[src/rtl/pci_tgt_datapath.sv]
module pci_tgt_datapath #(
  parameter int DW  = 32,
  parameter int BEW = DW / 8
) (
  input  logic           clk,
  input  logic           rst_n,
  input  logic [DW-1:0]  ad_in,
  input  logic [BEW-1:0] cbe_n_in,
  input  logic           data_phase,
  input  logic           is_write,
  input  logic           irdy_n,
  input  logic           trdy_n,
  input  logic           devsel_n,
  input  logic           cfg_sel,
  input  logic [DW-1:0]  usr_rdata,
  output logic [DW-1:0]  ad_out,
  output logic           ad_oe,
  output logic [DW-1:0]  usr_wdata,
  output logic [BEW-1:0] usr_wbe_n,
  output logic           fifo_wr_n,
  output logic           usr_dir_wr,
  output logic           cfg_mode
);

  logic [DW-1:0]  ad_q;
  logic [BEW-1:0] be_q;
  logic [DW-1:0]  out_q;
  logic           strobe_n_q, oe_q, dir_q, mode_q;

  wire rd_phase = data_phase & ~is_write;
  wire wr_xfer  = data_phase & is_write & ~irdy_n & ~trdy_n;
  wire rd_stall = rd_phase & irdy_n;

  always_ff @(posedge clk or negedge rst_n) begin
    if (!rst_n) begin
      ad_q <= '0;
      be_q <= '0;
    end else begin
      ad_q <= ad_in;
      be_q <= cbe_n_in;
    end
  end

  always_ff @(posedge clk or negedge rst_n) begin
    if (!rst_n)         out_q <= '0;
    else if (!rd_stall) out_q <= usr_rdata;
  end

  always_ff @(posedge clk or negedge rst_n) begin
    if (!rst_n) begin
      strobe_n_q <= 1'b1;
      oe_q       <= 1'b0;
      dir_q      <= 1'b1;
      mode_q     <= 1'b0;
    end else begin
      strobe_n_q <= ~wr_xfer;
      oe_q       <= rd_phase & ~devsel_n;
      dir_q      <= ~rd_phase;
      mode_q     <= cfg_sel;
    end
  end

  assign usr_wdata  = ad_q;
  assign usr_wbe_n  = be_q;
  assign ad_out     = out_q;
  assign ad_oe      = oe_q;
  assign fifo_wr_n  = strobe_n_q;
  assign usr_dir_wr = dir_q;
  assign cfg_mode   = mode_q;

  a_r2_strobe_means_write_dir: assert property (@(posedge clk) disable iff (!rst_n)
    !fifo_wr_n |-> usr_dir_wr);

  a_r3_no_strobe_while_driving: assert property (@(posedge clk) disable iff (!rst_n)
    !fifo_wr_n |-> !ad_oe);

  a_r4_hold_on_wait: assert property (@(posedge clk) disable iff (!rst_n)
    (rd_phase && irdy_n) |=> $stable(ad_out));

  a_r5_advance_when_ready: assert property (@(posedge clk) disable iff (!rst_n)
    (rd_phase && !irdy_n) |=> (ad_out == $past(usr_rdata)));

  a_r6_oe_only_reading: assert property (@(posedge clk) disable iff (!rst_n)
    ad_oe |-> !usr_dir_wr);

  a_r2_single_clock_strobe: assert property (@(posedge clk) disable iff (!rst_n)
    (!fifo_wr_n && !data_phase) |=> fifo_wr_n);

endmodule

[config.mk]
export PLATFORM = sky130hd
export DESIGN_NAME = pci_tgt_datapath
export DESIGN_NICKNAME = d
export VERILOG_FILES = /design/src/rtl/pci_tgt_datapath.sv
export SDC_FILE = /design/constraint.sdc
export NUM_CORES = 1
export LEC_CHECK = 0
export BUFFER_PORTS_ARGS = -buffer_cell sky130_fd_sc_hd__buf_2
export CAP_MARGIN = 10
export CORE_ASPECT_RATIO = 0.5
export CORE_MARGIN = 2
export CORE_UTILIZATION = 45
export CTS_CLUSTER_SIZE = 14
export DETAILED_ROUTE_END_ITERATION = 16
export GPL_TIMING_DRIVEN = 1
export PLACE_DENSITY = 0.84
export SYNTH_ARGS = -nofsm -noshare
export SYNTH_HDL_FRONTEND = slang
export SYNTH_SLANG_ARGS = --single-unit
[constraint.sdc]
create_clock -name clk -period 1.5 [get_ports clk]
set_input_delay 0.3 -clock clk [delete_from_list [all_inputs] [get_ports clk]]
set_output_delay 0.3 -clock clk [all_outputs]
set_load 0.03 [all_outputs]
==> impl_metrics.csv <==
group,metric,value,unit
global_routing,grt_pass1_vias,1534,
clocking,clock_latency,0.32,ns
synth,ys_top_cells_by_count,"70 x dfrtp_1, 30 x mux2_4, 3 x buf_6",
sta,worstMarginPinSlew,0.479,ns
sta,drv_slew,0,
setup_path,reg2reg_to,"ad_out[18]",
pwr,comb_power_share,15.0,%
synth,synth_ff_type,"dfrtp_1",
setup_path,r2r_slack,0.71,ns
global_routing,grt_max_degree,40,
sta,setup_violations,0,
drt,viasPerCell,4.36,
placed_design,place_area,3180,sq um
layout,stdcell_area,3390,sq um
clocking,htreeDepth,3,
layout,fin_cells,344,
layout,drive_gt1_share,73.4,%
pwr,p_leak,1.86,nW
synth,yosysMostFrequentCell,"dfrtp_1",
synth,syn_area,2350,sq um
sta,timing.final.ws_setup,0.176,ns
clocking,clk_path_buf_depth,2,
synth,netlist.area_leader.share,74.5,%
setup_path,reg2regPathDepth,1,
job,drv_cap,0,
synth,yosysTopAreaCell,"dfrtp_1",
drt,ant_nets,0,
drt,drc,0,
die,ios,148,
setup_path,worstPathRequired,1.20,ns
global_routing,grt_pass1_wl,7330,um
pwr,ir_drop,0.000768,V
clocking,cts_inserted_buffers,9,
pwr,p_sw,0.00107,W
synth,postSynth.asyncResetShare,100,%
die,chipWidth,106,um
sta,period_minus_slack,1.32,ns
sta,relSlewSlack,68.1,%
synth,syn-instance-count,111,
drt,drtPass1Iterations,4,
setup_path,crit_chain,"buf_2",
global_routing,grt-ovfl-total,0,
die,die_h,55.1,um
synth,ys_seq_elements,72,
global_routing,grt_usage,17.4,%
sta,final.setup.tns,0,ns
placed_design,dp.cells,329,
synth,synth_area_leaders,"dfrtp_1 74%, mux2_4 19%, dfstp_2 2.2%",
pwr,p_sw_share,25.1,%
synth,avgSynthCellArea,21.2,sq um
setup_path,r2r_start,"ad_out[18]",
sta,report.final.hold_viol_count,0,
clocking,hold_buffers,0,
global_routing,antenna_found_initial,0,
setup_path,cp_max_fo,1,
setup_path,end_kind,"primary output",
setup_path,worstPathArrival,1.02,ns
die,dieArea,5860,sq um
pwr,p_int,0.00320,W
die,coreArea,4980,sq um
synth,ys_seq_area_share,76.7,%
clocking,tritoncts,"built",
synth,synth_fp_nets,187,
die,start_util,47.3,%
placed_design,dp_slack,0.248,ns
layout,syn2layout_area_growth,44.1,%
synth,synth-warning-count,0,
sta,skew,0,ns
sta,period_share,88.3,%
layout,fin_nets,346,
setup_path,start_kind,"flop",
clocking,cts_root_buffer,"clkbuf_8",
sta,holdWs,0.0108,ns
synth,synth_cell_type_count,9,
die,row_count,18,
min_path,min_path_type,"in2async",
sta,rsz0062_at_grt,"no",
pwr,power_per_cell_area,1260,nW/um^2
status,run_status,"completed",
clocking,clock_sinks,72,
drt,drt_wl_total,5070,um
clocking,post_cts_resized,0,
layout,diodes,0,
setup_path,slowest_stage,"dfstp_2",
placed_design,place.gp.congestion,0.650,
clocking,clkTransAtPathRegs,0.07,ns
drt,wl_per_cell,14.7,um
setup_path,critPathTopFamily,"flip-flops",
setup_path,slowest_delay,0.52,ns
sta,fmax,755,MHz
setup_path,path_class,"reg2out",
setup_path,crit_buf_inv,1,
synth,synth-edff-count,0,
drt,num_vias,1500,
placed_design,port_buffers,147,
drt,drt_iter0_drc,52,
pwr,p_clk_share,35.6,%
clocking,postCtsSetupRepairBufs,0,
pwr,p_seq_share,49.3,%
[registers in the layout (all words and copies together), names as in the netlist]
| signal | cells |
|---|---|
| ad_oe | 1 |
| ad_out | 32 |
| cfg_mode | 1 |
| fifo_wr_n | 1 |
| usr_dir_wr | 1 |
| usr_wbe_n | 4 |
| usr_wdata | 32 |
[kinds of logic after synthesis]
family | count (synthesis) | share of synthesized area [%]
buffers and inverters | 3 | 1.44
and+or+nand+nor | 4 | 1.76
muxes | 32 | 20.1
DFF | 72 | 76.7
[through the flow]
| step | util, % | total power [W] |
|---|---|---|
| after global placement | 64.0 | 0.00277 |
| after CTS | 68.1 | 0.00433 |
| after global routing | 68.1 | 0.00445 |
| after detailed placement | 64.0 | 0.00279 |
| final | 68.1 | 0.00427 |
| after floorplan | - | 0.00251 |
[worst max-delay path by stage]
| stage | start | endpoint | slack (ns) | cells past startpoint |
|---|---|---|---|---|
| after floorplan | is_write | ad_out[10] | 0.45 | 3 |
| after global placement | is_write | ad_out[1] | 0.28 | 4 |
| after detailed placement | is_write | ad_out[2] | 0.25 | 4 |
| after CTS | fifo_wr_n | fifo_wr_n | 0.16 | 1 |
| after global routing | fifo_wr_n | fifo_wr_n | 0.14 | 1 |
| final | fifo_wr_n | fifo_wr_n | 0.18 | 1 |
[layout make-up]
cell class / instances / area, sq um
clock buffer: 12 / 165
clock inverter: 3 / 40.0
tap: 70 / 87.6
timing repair buffer: 151 / 778
sequential: 72 / 1800
multi-input combinational: 36 / 514
fill: 353 / 1590
[cell usage in the layout (no fill, tap or decap)]
cell type  Yosys  final
dfstp_2        2      2
bufinv_16      0      1
nand2b_1       1      1
mux2_4        30     30
buf_4          0      3
buf_12         0      1
mux2_2         2      2
buf_2          0    147
nor2_1         1      1
dfrtp_1       70     70
nand3b_4       1      1
clkbuf_8       0     12
nand4bb_1      1      1
clkinv_2       0      2
[per-layer routing]
metal,track usage [%],up-vias,part of all wire [%]
met5,0,-,0
met4,8.55,0,1.3
met3,5.15,8,5.1
met2,32.5,49,57
met1,19.1,755,37
li1,-,688,-
[power by group through the flow]
| stage | combinational [W] | clock [W] | sequential (W) |
|---|---|---|---|
| 2_1_floorplan | 0.000126 | 0 | 0.00238 |
| 6_report | 0.000642 | 0.00152 | 0.00211 |
| 3_3_place_gp | 0.000635 | 0 | 0.00214 |
| 3_5_place_dp | 0.000651 | 0 | 0.00214 |
| 4_1_cts | 0.000651 | 0.00157 | 0.00211 |
| 5_1_grt | 0.000682 | 0.00165 | 0.00212 |
Note: power is estimated with default switching activity, not from simulation.
